**config.mk**
```make
export PLATFORM = sky130hd
export DESIGN_NAME = bcd_calendar
export DESIGN_NICKNAME = d
export VERILOG_FILES = /design/src/rtl/cal_pkg.sv /design/src/rtl/cal_prescaler.sv /design/src/rtl/cal_tod_core.sv /design/src/rtl/cal_date_core.sv /design/src/rtl/bcd_calendar.sv
export SDC_FILE = /design/constraint.sdc
export NUM_CORES = 1
export LEC_CHECK = 0
export ABC_AREA = 1
export BUFFER_PORTS_ARGS = -buffer_cell sky130_fd_sc_hd__buf_2
export CAP_MARGIN = 10
export CORE_MARGIN = 2
export CORE_UTILIZATION = 60
export CTS_BUF_LIST = sky130_fd_sc_hd__clkbuf_8
export DETAILED_ROUTE_END_ITERATION = 12
export HOLD_SLACK_MARGIN = 0.08
export MAX_ROUTING_LAYER = met4
export PLACE_DENSITY_LB_ADDON = 0.12
export SYNTH_ARGS = -nofsm -noshare
export SYNTH_HDL_FRONTEND = slang
export SYNTH_HIERARCHICAL = 1
export SYNTH_SLANG_ARGS = --single-unit
```
**constraint.sdc**
```tcl
create_clock -name clk -period 6.8 [get_ports clk]
set_clock_uncertainty 0.15 [all_clocks]
set_input_delay 1.36 -clock clk [delete_from_list [all_inputs] [get_ports clk]]
set_output_delay 1.36 -clock clk [all_outputs]
set_load 0.005 [all_outputs]
```
**src/rtl/cal_pkg.sv**
```systemverilog
package cal_pkg;

    typedef logic [7:0] bcd8_t;

    typedef struct packed {
        bcd8_t sec;
        bcd8_t min;
        bcd8_t hour;    // always 24-hour BCD internally
    } tod_t;

    typedef struct packed {
        bcd8_t      date;
        logic [2:0] wday;
        bcd8_t      month;
        bcd8_t      year;
    } cal_t;

    localparam int A_CTRL  = 0;
    localparam int A_SEC   = 3;
    localparam int A_MIN   = 4;
    localparam int A_HOUR  = 5;
    localparam int A_DATE  = 6;
    localparam int A_WDAY  = 7;
    localparam int A_MONTH = 8;
    localparam int A_YEAR  = 9;

    localparam int CTRL_MODE12_BIT = 3;
    localparam int CTRL_STOP_BIT   = 5;
    localparam int HOUR_PM_BIT     = 5;

    function automatic bcd8_t bcd_inc(input bcd8_t b);
        if (b[3:0] >= 4'd9) return {b[7:4] + 4'd1, 4'd0};
        else                return {b[7:4], b[3:0] + 4'd1};
    endfunction

    function automatic logic [6:0] bcd2bin(input bcd8_t b);
        return 7'(b[7:4]) * 7'd10 + 7'(b[3:0]);
    endfunction

    function automatic bcd8_t bin2bcd(input logic [6:0] v);
        return {4'(v / 7'd10), 4'(v % 7'd10)};
    endfunction

    function automatic logic year_is_leap(input bcd8_t y);
        if (y[4] == 1'b0) return (y[3:0] == 4'd0) || (y[3:0] == 4'd4) || (y[3:0] == 4'd8);
        else              return (y[3:0] == 4'd2) || (y[3:0] == 4'd6);
    endfunction

    function automatic bcd8_t month_last_day(input bcd8_t m, input bcd8_t y);
        case (m)
            8'h04, 8'h06, 8'h09, 8'h11: return 8'h30;
            8'h02:                      return year_is_leap(y) ? 8'h29 : 8'h28;
            default:                    return 8'h31;
        endcase
    endfunction

    function automatic bcd8_t hour_to_12(input bcd8_t h24);
        logic [6:0] hb;
        hb = bcd2bin(h24);
        if (hb == 7'd0)       return 8'h12;
        else if (hb < 7'd12)  return h24;
        else if (hb == 7'd12) return 8'h32;
        else                  return bin2bcd(hb - 7'd12) | 8'h20;
    endfunction

    function automatic logic [5:0] hour_from_12(input bcd8_t w);
        logic [6:0] hb;
        logic [6:0] r;
        hb = bcd2bin({3'b000, w[4:0]});
        if (hb == 7'd12) r = w[HOUR_PM_BIT] ? 7'd12 : 7'd0;
        else             r = w[HOUR_PM_BIT] ? hb + 7'd12 : hb;
        return 6'(bin2bcd(r));
    endfunction

endpackage

```
**src/rtl/cal_prescaler.sv**
```systemverilog
module cal_prescaler #(
    parameter int TICKS_PER_SEC = 4
) (
    input  logic clk,
    input  logic rst,
    input  logic tick,
    input  logic hold,
    input  logic clr,
    output logic carry
);
    generate
        if (TICKS_PER_SEC <= 1) begin : g_direct
            assign carry = tick & ~hold & ~clr;
        end else begin : g_count
            localparam int CW = $clog2(TICKS_PER_SEC);
            localparam logic [CW-1:0] LAST = CW'(TICKS_PER_SEC - 1);
            logic [CW-1:0] cnt_q;

            assign carry = tick & ~hold & ~clr & (cnt_q == LAST);

            always_ff @(posedge clk) begin
                if (rst || clr) begin
                    cnt_q <= '0;
                end else if (tick && !hold) begin
                    cnt_q <= (cnt_q == LAST) ? '0 : cnt_q + 1'b1;
                end
            end
        end
    endgenerate
endmodule

```
**src/rtl/cal_tod_core.sv**
```systemverilog
module cal_tod_core
    import cal_pkg::*;
(
    input  logic       clk,
    input  logic       rst,
    input  logic       adv,
    input  logic       wr_sec,
    input  logic       wr_min,
    input  logic       wr_hour,
    input  logic [6:0] wdata,
    input  logic [5:0] whour,
    output tod_t       q,
    output logic       day_carry
);
    tod_t d;
    logic sec_wrap, min_wrap, hr_wrap;

    assign sec_wrap  = q.sec  >= 8'h59;
    assign min_wrap  = q.min  >= 8'h59;
    assign hr_wrap   = q.hour >= 8'h23;
    assign day_carry = adv & sec_wrap & min_wrap & hr_wrap;

    always_comb begin
        d = q;
        if (adv) begin
            d.sec = sec_wrap ? 8'h00 : bcd_inc(q.sec);
            if (sec_wrap) begin
                d.min = min_wrap ? 8'h00 : bcd_inc(q.min);
                if (min_wrap) d.hour = hr_wrap ? 8'h00 : bcd_inc(q.hour);
            end
        end
        if (wr_sec)  d.sec  = {1'b0, wdata};
        if (wr_min)  d.min  = {1'b0, wdata};
        if (wr_hour) d.hour = {2'b00, whour};
    end

    always_ff @(posedge clk) begin
        if (rst) q <= '{sec: 8'h00, min: 8'h00, hour: 8'h00};
        else     q <= d;
    end
endmodule

```
**src/rtl/cal_date_core.sv**
```systemverilog
module cal_date_core
    import cal_pkg::*;
(
    input  logic       clk,
    input  logic       rst,
    input  logic       adv,
    input  logic       wr_date,
    input  logic       wr_wday,
    input  logic       wr_month,
    input  logic       wr_year,
    input  logic [7:0] wdata,
    output cal_t       q
);
    cal_t d;
    logic date_wrap, month_wrap, year_wrap;

    assign date_wrap  = q.date  >= month_last_day(q.month, q.year);
    assign month_wrap = q.month >= 8'h12;
    assign year_wrap  = q.year  >= 8'h99;

    always_comb begin
        d = q;
        if (adv) begin
            d.wday = (q.wday >= 3'd6) ? 3'd0 : q.wday + 3'd1;
            d.date = date_wrap ? 8'h01 : bcd_inc(q.date);
            if (date_wrap) begin
                d.month = month_wrap ? 8'h01 : bcd_inc(q.month);
                if (month_wrap) d.year = year_wrap ? 8'h00 : bcd_inc(q.year);
            end
        end
        if (wr_date)  d.date  = {2'b00, wdata[5:0]};
        if (wr_wday)  d.wday  = wdata[2:0];
        if (wr_month) d.month = {3'b000, wdata[4:0]};
        if (wr_year)  d.year  = wdata;
    end

    always_ff @(posedge clk) begin
        if (rst) q <= '{date: 8'h01, wday: 3'd0, month: 8'h01, year: 8'h00};
        else     q <= d;
    end
endmodule

```
**src/rtl/bcd_calendar.sv**
```systemverilog
module bcd_calendar
    import cal_pkg::*;
#(
    parameter int ADDR_W        = 5,
    parameter int TICKS_PER_SEC = 4
) (
    input  logic              clk,
    input  logic              rst,
    input  logic              tick_in,
    input  logic              osc_fail,
    input  logic              wr_en,
    input  logic [ADDR_W-1:0] addr,
    input  logic [7:0]        wdata,
    output logic [7:0]        rdata
);
    logic mode12_q, stop_q, flag_q;
    logic sec_adv, day_adv;
    tod_t tod_q;
    cal_t cal_q;
    logic wr_ctrl, wr_sec, wr_min, wr_hour;
    logic wr_date, wr_wday, wr_month, wr_year;
    logic [5:0] hour_in;

    assign wr_ctrl  = wr_en && (addr == ADDR_W'(A_CTRL));
    assign wr_sec   = wr_en && (addr == ADDR_W'(A_SEC));
    assign wr_min   = wr_en && (addr == ADDR_W'(A_MIN));
    assign wr_hour  = wr_en && (addr == ADDR_W'(A_HOUR));
    assign wr_date  = wr_en && (addr == ADDR_W'(A_DATE));
    assign wr_wday  = wr_en && (addr == ADDR_W'(A_WDAY));
    assign wr_month = wr_en && (addr == ADDR_W'(A_MONTH));
    assign wr_year  = wr_en && (addr == ADDR_W'(A_YEAR));

    assign hour_in = mode12_q ? hour_from_12(wdata) : wdata[5:0];

    cal_prescaler #(.TICKS_PER_SEC(TICKS_PER_SEC)) u_pre (
        .clk   (clk),
        .rst   (rst),
        .tick  (tick_in),
        .hold  (stop_q),
        .clr   (wr_sec),
        .carry (sec_adv)
    );

    cal_tod_core u_tod (
        .clk       (clk),
        .rst       (rst),
        .adv       (sec_adv),
        .wr_sec    (wr_sec),
        .wr_min    (wr_min),
        .wr_hour   (wr_hour),
        .wdata     (wdata[6:0]),
        .whour     (hour_in),
        .q         (tod_q),
        .day_carry (day_adv)
    );

    cal_date_core u_date (
        .clk      (clk),
        .rst      (rst),
        .adv      (day_adv),
        .wr_date  (wr_date),
        .wr_wday  (wr_wday),
        .wr_month (wr_month),
        .wr_year  (wr_year),
        .wdata    (wdata),
        .q        (cal_q)
    );

    always_ff @(posedge clk) begin
        if (rst) begin
            mode12_q <= 1'b0;
            stop_q   <= 1'b0;
            flag_q   <= 1'b1;
        end else begin
            if (wr_ctrl) begin
                mode12_q <= wdata[CTRL_MODE12_BIT];
                stop_q   <= wdata[CTRL_STOP_BIT];
            end
            if (osc_fail)    flag_q <= 1'b1;
            else if (wr_sec) flag_q <= wdata[7];
        end
    end

    always_comb begin
        rdata = 8'h00;
        case (addr)
            ADDR_W'(A_CTRL):  begin
                rdata[CTRL_MODE12_BIT] = mode12_q;
                rdata[CTRL_STOP_BIT]   = stop_q;
            end
            ADDR_W'(A_SEC):   rdata = {flag_q, tod_q.sec[6:0]};
            ADDR_W'(A_MIN):   rdata = tod_q.min;
            ADDR_W'(A_HOUR):  rdata = mode12_q ? hour_to_12(tod_q.hour) : tod_q.hour;
            ADDR_W'(A_DATE):  rdata = cal_q.date;
            ADDR_W'(A_WDAY):  rdata = {5'b00000, cal_q.wday};
            ADDR_W'(A_MONTH): rdata = cal_q.month;
            ADDR_W'(A_YEAR):  rdata = cal_q.year;
            default:          rdata = 8'h00;
        endcase
    end
endmodule

```
==> summary.md, run 1 <==
| Metric | Value |
|---|---|
| Final setup vio count | `0` |
| Crit path launch type | `flip-flop` |
| Setup TNS | `0 ns` |
| CTS Buf Count | `5` |
| Clock root buffer | `clkbuf_8` |
| Routed Antenna Nets | `0` |
| Top cells by area in the synthesized netlist | `dfxtp_1, nand2_1, ha_1` |
| Gr usage total | `30.3%` |
| Crit path depth | `31` |
| Share of flip-flops with an asynchronous set or reset | `0%` |
| Cell Pwr Density | `111 mW/mm2` |
| Core ar. | `0.00977 mm2` |
| WP data arrival | `4.52 ns` |
| Crit path capture type | `primary output` |
| Chip width | `104 um` |
| VDD IR max | `0.000126 V` |
| Synth area leader | `dfxtp_1` |
| Placed instance area | `0.00625 mm2` |
| Htree depth | `2` |
| Total grt overflow | `0` |
| Synth cell count leaders | `nand2_1, inv_1, nor2_1` |
| Gates resized, CTS repair | `0` |
| MaxCap Viol Count | `0` |
| Filler cells | `987` |
| Proportion of layout cells with a drive suffix above 1 | `11.5%` |
| Seq cells post-synth | `56` |
| Clk pin slew, worst setup/hold paths | `0.10 ns` |
| Initial antenna violation count | `0` |
| Yosys warns | `6` |
| Max incr delay on CP | `0.45 ns` |
| Headroom to the max-slew limit | `29.3%` |
| Mapped Area | `0.00602 mm2` |
| Via count | `6117` |
| Status | `completed` |
| Vias in the first global route | `5598` |
| Die Ht | `104 um` |
| Post-synthesis sequential area ratio | `18.6%` |
| Period minus WS final | `6.03 ns` |
| Critical path type | `reg -> out` |
| Post-synth top flop | `dfxtp_1` |
| Largest net degree at the start of global routing | `33` |
| Top-count cell post-synth | `nand2_1` |
| Leakage power | `3.27 nW` |
| Total Power | `0.709 mW` |
| Pre-CTS setup slack | `1.13 ns` |
| CP Max Fanout | `7` |
| Drt total wl | `15700 um` |
| CTS tree | `done` |
| FF-to-FF Start | `stop_q` |
| Finished Cell Area | `0.00638 mm2` |
| Crit share post-route | `88.7%` |
| Yosys cell types | `49` |
| Initial Utilization | `61.6%` |
| Syn nets | `1052` |
| R2R Path End | `u_date/q[20]` |
| Area share of the leading cell type in the synthesized netlist | `18.6%` |
| I/O pin cnt | `26` |
| Post-CTS setup buffers | `0` |
| Sink Count | `56` |
| # port buffers | `25` |
| Clock Path Buffers | `2` |
| CP endpoint | `rdata[4]` |
| Wirelength per Cell | `14.0 um` |
| Area growth, synth to finish | `5.90%` |
| RSZ-0062 raised after global routing | `no` |
| F_max | `166 MHz` |
| Critical path launch point | `u_tod/q[4]` |
| DR pass1 iterations | `5` |
| Post-synthesis cell count | `973` |
| Final Hold Viols | `0` |
| Worst skew pair latency | `0.33 ns` |
| # rows | `36` |
| Avg Cell Area, Syn | `6.19 um2` |
| Critical path required time | `5.29 ns` |
| Global-route wire length before repair | `26400 um` |
| Via density | `5.44` |
| CTS Hold Bufs | `0` |
| Worst path most repeated cell | `nand3_2` |
| Cells on worst reg2reg path | `11` |
| Nets | `1070` |
| Worst-margin pin slew | `1.05 ns` |
| Top delay family on crit path | `simple AND/OR/NAND/NOR gates` |
| DRC Markers | `0` |
| Worst Hold Class | `reg -> reg` |
| Die Area | `0.0109 mm2` |
| DPL Wire Length | `12000 um` |
| 1st-iter DRT viols | `393` |
| RD Place Congestion | `0.967` |
| Slowest CP cell | `dfxtp_1` |
| CP bufs+invs | `6` |
| Post-synth EDFFs | `0` |
| Ant. Diodes | `0` |
| Pins Over Slew Limit | `0` |
| R2R setup slack | `3.74 ns` |
| Final worst setup slack | `0.767 ns` |
area by class of cell:
cell class / instances / area (um2) / area share (%)
Inverter: 149 / 559 / 8.77
Clock buffer: 7 / 96.3 / 1.51
Sequential cell: 56 / 1120 / 17.6
Timing Repair Buffer: 26 / 133 / 2.08
Multi-Input combinational cell: 753 / 4270 / 67.0
Tap cell: 133 / 166 / 2.61
Clock inverter: 1 / 30.0 / 0.471
layer usage:
layer	part of all wire [%]	track usage, %	vias to the layer above
li1	-	-	3148
met1	47	39.7	2756
met2	45	47.7	173
met3	5.7	3.95	40
met4	2.7	12.0	0
met5	0	-	-
cell usage in the layout, fill, tap and decap left out, drive strengths merged:
cell and n:
o31ai 1, a211oi 3, o311ai 1, a31oi 10
fa 2, clkbuf 7, inv 144, clkinv 5
a21o 1, o211ai 3, nand2 286, o31a 1
buf 26, dfxtp 56, a21oi 38, nor3 17
a22o 8, nor3b 2, nand3 94, nand4 19
a221oi 4, xnor2 5, nor2 142, a21boi 1
xor2 16, nand3b 4, a2111oi 2, or2 3
o21a 1, ha 59, o21bai 1, o21ai 25
a22oi 4, bufinv 1
per-stage QoR:
step	util [%]	cells	hold slack, ns
6_report	65.3	1125	0.324
5_1_grt	65.3	1125	0.338
4_1_cts	65.3	1125	0.327
3_5_place_dp	64.0	1117	0.309
3_3_place_gp	64.0	1117	0.300
2_1_floorplan	-	973	0.282
cells by family (layout without fill, tap and decap cells):
kind of cell / Yosys count / count (layout) / synth area share, %
simple gates: 567 / 567 / 43.8
buf+inv: 164 / 183 / 10.4
compound gates: 104 / 104 / 10.8
fa+ha+maj: 61 / 61 / 12.9
flops: 56 / 56 / 18.6
xor+xnor: 21 / 21 / 3.43
state kept, by name, summed over array words and instances, names as in the netlist:
name	count
flag_q	1
u_date/q	27
u_pre/g_count.cnt_q	2
mode12_q	1
stop_q	1
u_tod/q	24
where the power goes:
group	internal [mW]	switching [mW]
Combinational	0.0421	0.0827
Clock	0.130	0.119
Sequential	0.331	0.00465
worst min-delay path by stage:
| stage | slack (ns) | depth (start not counted) | endpoint | start |
|---|---|---|---|---|
| final | 0.32 | 2 | u_tod/q[23] | u_tod/q[23] |
| after global routing | 0.34 | 2 | u_tod/q[23] | u_tod/q[23] |
| after CTS | 0.33 | 2 | u_tod/q[23] | u_tod/q[23] |
| after detailed placement | 0.31 | 2 | u_tod/q[23] | u_tod/q[23] |
| after global placement | 0.30 | 2 | u_tod/q[23] | u_tod/q[23] |
| after floorplan | 0.28 | 2 | u_date/q[26] | u_date/q[26] |
worst min-delay path, stage by stage (launching register included):
cell and delay, ns:
dfxtp_1 0.34, nand2_1 0.07, nor3_1 0.04
Power figures use the tool's default switching activity.
==> run 2, diff against run 1 <==
Settings changed: CORE_UTILIZATION 60 to 50.
==> summary.md, run 2 (same netlist as run 1, synthesis figures left out) <==
| Metric | Value |
|---|---|
| Ant. Diodes | `0` |
| Die Area | `0.0129 mm2` |
| Worst path most repeated cell | `nand2_1` |
| P_int | `0.442 mW` |
| Drt total wl | `16400 um` |
| RSZ-0062 raised after global routing | `no` |
| Crit path capture type | `primary output` |
| CTS Buf Count | `5` |
| Clk pin slew, worst setup/hold paths | `0.10 ns` |
| DPL Wire Length | `12700 um` |
| # port buffers | `25` |
| Filler cells | `1268` |
| Gr usage total | `26.4%` |
| Top reg by flops | `u_date/q` |
| Nets | `1072` |
| Psw | `0.205 mW` |
| WP data arrival | `4.54 ns` |
| Cell Pwr Density | `102 mW/mm2` |
| DRC Markers | `0` |
| Initial Utilization | `50.8%` |
| Proportion of layout cells with a drive suffix above 1 | `11.5%` |
| RD Place Congestion | `0.917` |
| Final Hold Viols | `0` |
| Htree depth | `2` |
| Largest net degree at the start of global routing | `33` |
| Share of power burned in combinational logic | `19.5%` |
| Core ar. | `0.0119 mm2` |
| Max reg flops | `27` |
| Worst Hold Class | `reg -> reg` |
| F_max | `165 MHz` |
| Final setup vio count | `0` |
| Total grt overflow | `0` |
| Finished Cell Area | `0.00636 mm2` |
| Wirelength per Cell | `14.4 um` |
| Max incr delay on CP | `0.41 ns` |
| Critical path type | `reg -> out` |
| CP Max Fanout | `8` |
| I/O pin cnt | `26` |
| DR pass1 iterations | `5` |
| Gates resized, CTS repair | `0` |
| Leakage power | `3.27 nW` |
| MaxCap Viol Count | `0` |
| Slowest CP cell | `dfxtp_1` |
| Vias in the first global route | `5505` |
| # rows | `40` |
| Setup TNS | `0 ns` |
| Crit share post-route | `89.0%` |
| Clock Path Buffers | `2` |
| Worst-margin pin slew | `0.991 ns` |
| Non-filler instance count after layout | `1140` |
| Initial antenna violation count | `0` |
| Worst skew pair latency | `0.33 ns` |
| R2R setup slack | `3.69 ns` |
| Sink Count | `56` |
| Pins Over Slew Limit | `0` |
| 1st-iter DRT viols | `454` |
| Switching Share | `31.7%` |
| Post-CTS setup buffers | `0` |
| Top Registers | `u_date/q x27, u_tod/q x24, u_pre/g_count.cnt_q x2` |
| Clock root buffer | `clkbuf_8` |
| Routed Antenna Nets | `0` |
| Crit path launch type | `flip-flop` |
| VDD IR max | `0.0000596 V` |
| Placed insts | `1133` |
| Status | `completed` |
| Register share of total power | `51.8%` |
| CTS Hold Bufs | `0` |
| Via count | `6071` |
| Via density | `5.33` |
| Area growth, synth to finish | `5.63%` |
| CTS tree | `done` |
| Critical path required time | `5.29 ns` |
| Clock Power Share | `28.7%` |
| Chip width | `114 um` |
| Global-route wire length before repair | `26600 um` |
| Leading cell type in the layout, fill and taps excluded | `nand2_1` |
| Placed instance area | `0.00628 mm2` |
| Headroom to the max-slew limit | `33.4%` |
| Most frequent cells in the layout | `nand2_1, inv_1, nor2_1, nand3_1, ha_1` |
| Die Ht | `114 um` |
| Period minus WS final | `6.05 ns` |
## run 2: layout make-up
cell class              instances  area [um2]  share of cell area, %
flip-flops and latches         56        1120                   17.6
repair buffers                 28         148                   2.32
inverters                     149         559                   8.79
clock inverters                 2        8.76                  0.138
well taps                     147         184                   2.89
clock buffers                   5        68.8                   1.08
multi-input cells             753        4270                   67.2
## run 2: metal layers
| metal | vias up | GRT usage [%] | part of all wire [%] |
|---|---|---|---|
| li1 | 3149 | - | - |
| met1 | 2737 | 35.5 | 47 |
| met2 | 163 | 43.3 | 46 |
| met3 | 22 | 2.60 | 5.1 |
| met4 | 0 | 6.10 | 1.6 |
| met5 | - | - | 0 |
## run 2: final timing paths
check / start / to / depth (start not counted)
worst max-delay path: u_tod/q[1] / rdata[1] / 34
worst min-delay path: u_tod/q[23] / u_tod/q[23] / 2
worst max register to register: stop_q / u_date/q[20] / 11
worst min register to register: u_tod/q[23] / u_tod/q[23] / 2
## run 2: power by group through the flow
stage	clock network, mW	registers (mW)	logic [mW]
after floorplan	0	0.341	0.0926
after global placement	0	0.343	0.125
after detailed placement	0	0.343	0.126
after CTS	0.192	0.335	0.126
after global routing	0.203	0.336	0.146
final	0.186	0.335	0.126
## run 2: per-stage QoR
stage	util (%)	hold slack, ns	power [mW]	setup slack [ns]
floorplan	-	0.282	0.434	1.64
global placement	53.0	0.300	0.468	1.25
detailed placement	53.0	0.299	0.469	1.14
CTS	53.6	0.316	0.654	0.754
global route	53.6	0.348	0.686	0.177
finish	53.6	0.320	0.647	0.750
## run 2: worst max-delay path, delay by kind of cell (launching register included)
kind                       cells  cell delay, ns
DFF                            1            0.41
and+or+nand+nor               24            2.19
adders and majority gates      4            1.05
buffers and inverters          6            0.57
